$ cat config.mk
export PLATFORM = sky130hd
export DESIGN_NAME = npc_unit
export DESIGN_NICKNAME = d
export VERILOG_FILES = /design/src/rtl/npc_pkg.sv /design/src/rtl/npc_ctrl.sv /design/src/rtl/npc_datapath.sv /design/src/rtl/npc_unit.sv
export SDC_FILE = /design/constraint.sdc
export NUM_CORES = 1
export LEC_CHECK = 0
export BUFFER_PORTS_ARGS = -buffer_cell sky130_fd_sc_hd__buf_2
export CAP_MARGIN = 5
export CORE_AREA = 2 2 122 124
export DETAILED_ROUTE_END_ITERATION = 6
export DIE_AREA = 0 0 124 126
export PLACE_DENSITY = 0.87
export SLEW_MARGIN = 20
export SYNTH_ARGS = -nofsm -noshare
export SYNTH_HDL_FRONTEND = slang
export SYNTH_SLANG_ARGS = --single-unit
$ cat constraint.sdc
create_clock -name clk -period 0.8 [get_ports clk]
set_input_delay 0.12 -clock clk [delete_from_list [all_inputs] [get_ports clk]]
set_output_delay 0.12 -clock clk [all_outputs]
set_load 0.005 [all_outputs]
$ cat src/rtl/npc_pkg.sv
package npc_pkg;

  localparam int KIND_W = 4;
  localparam int COND_W = 3;

  typedef enum logic [KIND_W-1:0] {
    FK_SEQ      = 4'd0,
    FK_JABS     = 4'd1,
    FK_CALLABS  = 4'd2,
    FK_BR       = 4'd3,
    FK_BCOND    = 4'd4,
    FK_JREG     = 4'd5,
    FK_CALLREG  = 4'd6,
    FK_RETRA    = 4'd7,
    FK_RETEA    = 4'd8,
    FK_RETBA    = 4'd9,
    FK_NEXTPC   = 4'd10
  } flow_kind_e;

  typedef enum logic [COND_W-1:0] {
    CC_GE  = 3'd0,
    CC_LT  = 3'd1,
    CC_NE  = 3'd2,
    CC_EQ  = 3'd3,
    CC_GEU = 3'd4,
    CC_LTU = 3'd5
  } cond_e;

  typedef enum logic [2:0] {
    TGT_SEQ,
    TGT_ABS,
    TGT_REL,
    TGT_REG,
    TGT_RA,
    TGT_EA,
    TGT_BA
  } tgt_sel_e;

  typedef struct packed {
    tgt_sel_e tgtSel;
    logic     condBranch;
    logic     linkEn;
    logic     linkToDest;
    logic     restore;
  } npc_strobe_t;

endpackage

$ cat src/rtl/npc_ctrl.sv
module npc_ctrl
  import npc_pkg::*;
(
  input  logic [KIND_W-1:0] flowKind,
  output npc_strobe_t       strobes
);

  always_comb begin
    strobes = '{tgtSel: TGT_SEQ, condBranch: 1'b0, linkEn: 1'b0,
                linkToDest: 1'b0, restore: 1'b0};
    case (flowKind)
      FK_JABS:    strobes.tgtSel = TGT_ABS;
      FK_CALLABS: begin
        strobes.tgtSel = TGT_ABS;
        strobes.linkEn = 1'b1;
      end
      FK_BR:      strobes.tgtSel = TGT_REL;
      FK_BCOND: begin
        strobes.tgtSel     = TGT_REL;
        strobes.condBranch = 1'b1;
      end
      FK_JREG:    strobes.tgtSel = TGT_REG;
      FK_CALLREG: begin
        strobes.tgtSel = TGT_REG;
        strobes.linkEn = 1'b1;
      end
      FK_RETRA:   strobes.tgtSel = TGT_RA;
      FK_RETEA: begin
        strobes.tgtSel  = TGT_EA;
        strobes.restore = 1'b1;
      end
      FK_RETBA:   strobes.tgtSel = TGT_BA;
      FK_NEXTPC: begin
        strobes.linkEn     = 1'b1;
        strobes.linkToDest = 1'b1;
      end
      default: ;
    endcase
  end

endmodule

$ cat src/rtl/npc_datapath.sv
module npc_datapath
  import npc_pkg::*;
#(
  parameter int          XLEN      = 32,
  parameter int          IDX_W     = 5,
  parameter int          REGION_W  = 4,
  parameter int          BR_IMM_W  = 16,
  parameter int          LINK_REG  = 31,
  parameter logic [31:0] RESET_PC  = 32'h0,
  localparam int         ABS_IMM_W = XLEN - REGION_W - 2
) (
  input  logic                 clk,
  input  logic                 rst_n,
  input  npc_strobe_t          strobes,
  input  logic [COND_W-1:0]    condCode,
  input  logic [XLEN-1:0]      pc,
  input  logic [ABS_IMM_W-1:0] immField,
  input  logic [IDX_W-1:0]     srcAIdx,
  input  logic [XLEN-1:0]      srcAVal,
  input  logic [IDX_W-1:0]     srcBIdx,
  input  logic [XLEN-1:0]      srcBVal,
  input  logic [IDX_W-1:0]     destIdx,
  input  logic [XLEN-1:0]      raValue,
  input  logic [XLEN-1:0]      eaValue,
  input  logic [XLEN-1:0]      baValue,
  output logic [XLEN-1:0]      nextPc,
  output logic                 linkWe,
  output logic [IDX_W-1:0]     linkIdx,
  output logic [XLEN-1:0]      linkData,
  output logic                 statusRestore
);

  localparam int SEXT_W = XLEN - BR_IMM_W;

  logic [XLEN-1:0]  seqPc, absPc, relPc, brOff, opA, opB, target;
  logic             taken;
  logic [IDX_W-1:0] linkIdxD;

  assign seqPc = pc + XLEN'(4);
  assign absPc = {pc[XLEN-1 -: REGION_W], immField, 2'b00};
  assign brOff = {{SEXT_W{immField[BR_IMM_W-1]}}, immField[BR_IMM_W-1:2], 2'b00};
  assign relPc = seqPc + brOff;

  assign opA = (srcAIdx == '0) ? '0 : srcAVal;
  assign opB = (srcBIdx == '0) ? '0 : srcBVal;

  always_comb begin
    case (condCode)
      CC_GE:   taken = $signed(opA) >= $signed(opB);
      CC_LT:   taken = $signed(opA) <  $signed(opB);
      CC_NE:   taken = opA != opB;
      CC_EQ:   taken = opA == opB;
      CC_GEU:  taken = opA >= opB;
      CC_LTU:  taken = opA <  opB;
      default: taken = 1'b0;
    endcase
  end

  always_comb begin
    case (strobes.tgtSel)
      TGT_ABS: target = absPc;
      TGT_REL: target = (strobes.condBranch && !taken) ? seqPc : relPc;
      TGT_REG: target = opA;
      TGT_RA:  target = raValue;
      TGT_EA:  target = eaValue;
      TGT_BA:  target = baValue;
      default: target = seqPc;
    endcase
  end

  assign linkIdxD = strobes.linkToDest ? destIdx : IDX_W'(LINK_REG);

  always_ff @(posedge clk or negedge rst_n) begin
    if (!rst_n) begin
      nextPc        <= RESET_PC[XLEN-1:0];
      linkWe        <= 1'b0;
      linkIdx       <= '0;
      linkData      <= '0;
      statusRestore <= 1'b0;
    end else begin
      nextPc        <= target;
      linkWe        <= strobes.linkEn && (linkIdxD != '0);
      linkIdx       <= linkIdxD;
      linkData      <= seqPc;
      statusRestore <= strobes.restore;
    end
  end

endmodule

$ cat src/rtl/npc_unit.sv
module npc_unit
  import npc_pkg::*;
#(
  parameter int          XLEN      = 32,
  parameter int          IDX_W     = 5,
  parameter int          REGION_W  = 4,
  parameter int          BR_IMM_W  = 16,
  parameter int          LINK_REG  = 31,
  parameter logic [31:0] RESET_PC  = 32'h0,
  localparam int         ABS_IMM_W = XLEN - REGION_W - 2
) (
  input  logic                 clk,
  input  logic                 rst_n,
  input  logic [XLEN-1:0]      pc,
  input  logic [KIND_W-1:0]    flowKind,
  input  logic [COND_W-1:0]    condCode,
  input  logic [ABS_IMM_W-1:0] immField,
  input  logic [IDX_W-1:0]     srcAIdx,
  input  logic [XLEN-1:0]      srcAVal,
  input  logic [IDX_W-1:0]     srcBIdx,
  input  logic [XLEN-1:0]      srcBVal,
  input  logic [IDX_W-1:0]     destIdx,
  input  logic [XLEN-1:0]      raValue,
  input  logic [XLEN-1:0]      eaValue,
  input  logic [XLEN-1:0]      baValue,
  output logic [XLEN-1:0]      nextPc,
  output logic                 linkWe,
  output logic [IDX_W-1:0]     linkIdx,
  output logic [XLEN-1:0]      linkData,
  output logic                 statusRestore
);

  npc_strobe_t strobes;

  npc_ctrl u_ctrl (
    .flowKind (flowKind),
    .strobes  (strobes)
  );

  npc_datapath #(
    .XLEN     (XLEN),
    .IDX_W    (IDX_W),
    .REGION_W (REGION_W),
    .BR_IMM_W (BR_IMM_W),
    .LINK_REG (LINK_REG),
    .RESET_PC (RESET_PC)
  ) u_dp (
    .clk           (clk),
    .rst_n         (rst_n),
    .strobes       (strobes),
    .condCode      (condCode),
    .pc            (pc),
    .immField      (immField),
    .srcAIdx       (srcAIdx),
    .srcAVal       (srcAVal),
    .srcBIdx       (srcBIdx),
    .srcBVal       (srcBVal),
    .destIdx       (destIdx),
    .raValue       (raValue),
    .eaValue       (eaValue),
    .baValue       (baValue),
    .nextPc        (nextPc),
    .linkWe        (linkWe),
    .linkIdx       (linkIdx),
    .linkData      (linkData),
    .statusRestore (statusRestore)
  );

endmodule

==> run metrics <==
Die W=about 120 um; largest cells by area after synthesis=dfrtp_1, ha_1, nand2_1; Vias/cell=just over 6; Die Span Y=approximately 130 um; Avg WL per Cell=roughly 24 um; max cap viols=0; Final ANT Viol Nets=0; Clock Path Buffers=2; floorplan row count=44; initial antenna violation count=6; DRT iter0 DRCs=~1100; Crit Path Class=input port to flip-flop; Ports=around 310; Arr. time, crit path=3.70 ns; first drt pass iteration count=7; Post-Route WL=around 36 mm; Final setup viols=~130; largest net degree at the start of global routing=36; failing checks=design-rule violations, negative hold slack, negative setup slack; Fin Hold WS=-0.0251 ns; Layout fillers=slightly below 900; CP max stage cell=a221oi_1; Post-Synthesis Net Count=1074; Final period util=435%; Crit path buffers/inverters=5; die area=between 15000 and 20000 sq um; Mapped Avg Cell Area=between 8 and 9 sq um; peak supply drop=1.09 mV; Synth Register Bits=about 70; Buffers on Ports=312; Mapped Area=~6400 sq um; Mapped Cells=just under 800; PwrDens=around 1300 nW/um^2; area share of the largest cell type after synthesis=around 28%; Core ar.=~14000 sq um; Critical Path Source Type=input port; largest area contributor in the netlist=dfrtp_1; Lkg Pwr=between 5 and 6 nW; detailed-route via count=roughly 9400; HPWL Detailed=between 20 and 25 mm; Pins Over Slew Limit=0; hold_buf cts=4; GPL Wtd Cong=0.970; DRC errors left=2; Critical Path RT=a little over 1 ns; GRT overflow=0; crit-path cells=buf_6 -> and4_4 -> buf_6 -> nand3_4 -> nor3_4 -> and2_4 -> nand2_4 -> xnor2_4 -> ha_1 -> and4_1 -> a221oi_1 -> buf_4 -> a32oi_2 -> buf_4 -> and4_1 -> a221oi_2 -> inv_1 -> o41ai_2 -> a21boi_2; Crit. End Element=flip-flop; setup ws final=-2.68 ns; Post-synth EDFFs=0; total negative slack=-102.24 ns; CP top delay family=simple AND/OR/NAND/NOR gates; unrepaired setup endpoints after global routing=true; status=complete, but fails checks; Hold Path Class=input port to flip-flop; relative slew slack=a little over a quarter; min cycle time layout=about 3.5 ns; # nets final=roughly 1600; CTS H-tree depth=3; Synth warnings=0; vias in the first global route=~9400; Worst-Margin Slew=1.10 ns; area grow syn2layout=84.6%; first-pass GRT wire length=50.2 mm; clock tree from TritonCTS=built; CP max FO=3; FMAX=0.287 GHz; Worst-path clk slew=approximately 0.060 ns; CTS root buffer=clkbuf_16; synth unique cells=between 50 and 60; Initial Util=about 44%; Hold Fails Final Rpt=3; Crit path largest cell delay=roughly 0.37 ns; sequential cell area=~1800 sq um; total CTS buffers=9; predominant post-synthesis flop cell=dfrtp_1; gr usage total=a little over two fifths; clock sinks=71; most common cell after layout, fill and taps aside=buf_2; area of the multi-input gates=roughly 5400 sq um; commonest cells after routing, fill and taps aside=buf_2, buf_4, nand2_1; Post-synth ARST share=100%; share of layout cells above drive strength 1=~55%; sequential area share after synthesis=27.9%
[final timing paths]
kind / start / end / depth (start not counted)
worst max-delay path: pc[6] / u_dp.nextPc[31] / 19
worst min-delay path: destIdx[3] / u_dp.linkIdx[3] / 2
max in group asynchronous: rst_n / u_dp.nextPc[11] / 3
min in group asynchronous: rst_n / u_dp.nextPc[30] / 2
[per-layer routing]
layer	vias to the layer above	global-route usage [%]	share of wire [%]	routed length (um)
li1	3973	-	-	-
met2	798	68.5	46	16600
met5	-	0	0.033	12
met4	2	27.3	7.9	2850
met3	272	13.5	11	4120
met1	4326	48.3	34	12400
[stage by stage]
stage	setup WS, ns	std cells	total power, mW	utilization [%]	instance area, sq um
floorplan	-2.58	769	6.63	-	6740
global placement	-2.87	1456	9.49	70.6	10100
detailed placement	-2.96	1456	9.61	70.6	10100
CTS	-2.59	1491	14.3	79.2	11300
global route	-2.91	1507	15.7	82.1	11800
finish	-2.68	1509	15.1	82.1	11800
[cell type report]
type,count,share of cell area [%]
multi-input cells,645,46.1
repair buffers,571,33.7
inverters,17,0.543
flip-flops and latches,71,15.1
clock inverters,3,0.362
diodes,5,0.106
well taps,184,1.96
clock buffers,13,2.13
[state kept, by name (all words and copies together), names as in the netlist]
| register | cells |
|---|---|
| u_dp.linkIdx | 5 |
| u_dp.nextPc | 32 |
| u_dp.linkWe | 1 |
| u_dp.linkData | 32 |
| u_dp.statusRestore | 1 |
[synthesized netlist by cell type, drive strengths merged, types with 5 or more instances]
master and instances:
nor2b 6, xnor2 32, nand3 24, nand4 13
and2 35, inv 17, buf 5, and4 5
nand2b 5, o21ai 39, nor3 8, a221oi 27
a2bb2oi 18, a21o 15, a22oi 28, and3 6
o21bai 7, a21oi 75, a222oi 7, clkbuf 31
dfrtp 71, or3 7, ha 62, nor2 34
or4 5, xor2 23, o21a 5, o211ai 5
nand2 109
[kinds of logic (layout without fill, tap and decap cells)]
logic type	Yosys count	count (layout)	share of synthesized area (%)
XOR/XNOR	55	55	7.57
multiplexers	2	2	0.413
other	0	5	0
AND/OR/NAND/NOR	264	264	20.3
AO/OA/AOI/OAI	261	261	28.1
flip-flops	71	71	27.9
buffers and inverters	53	604	3.22
adder cells (fa/ha/maj)	63	63	12.5
[where the power goes]
part	switching [mW]	internal (mW)	total [mW]
Combinational	3.46	3.39	6.85
Sequential	0.121	3.92	4.04
Clock	1.73	2.50	4.23
Total	5.32	9.81	15.1
[what timing repair did]
action	in CTS	in global routing
resized for setup	133	64
buffers inserted	15	21
setup endpoints to repair	126	135
pin swaps	49	50
cloned	4	0
endpoints found under the hold margin	79	2
(Power assumes the default switching activity.)
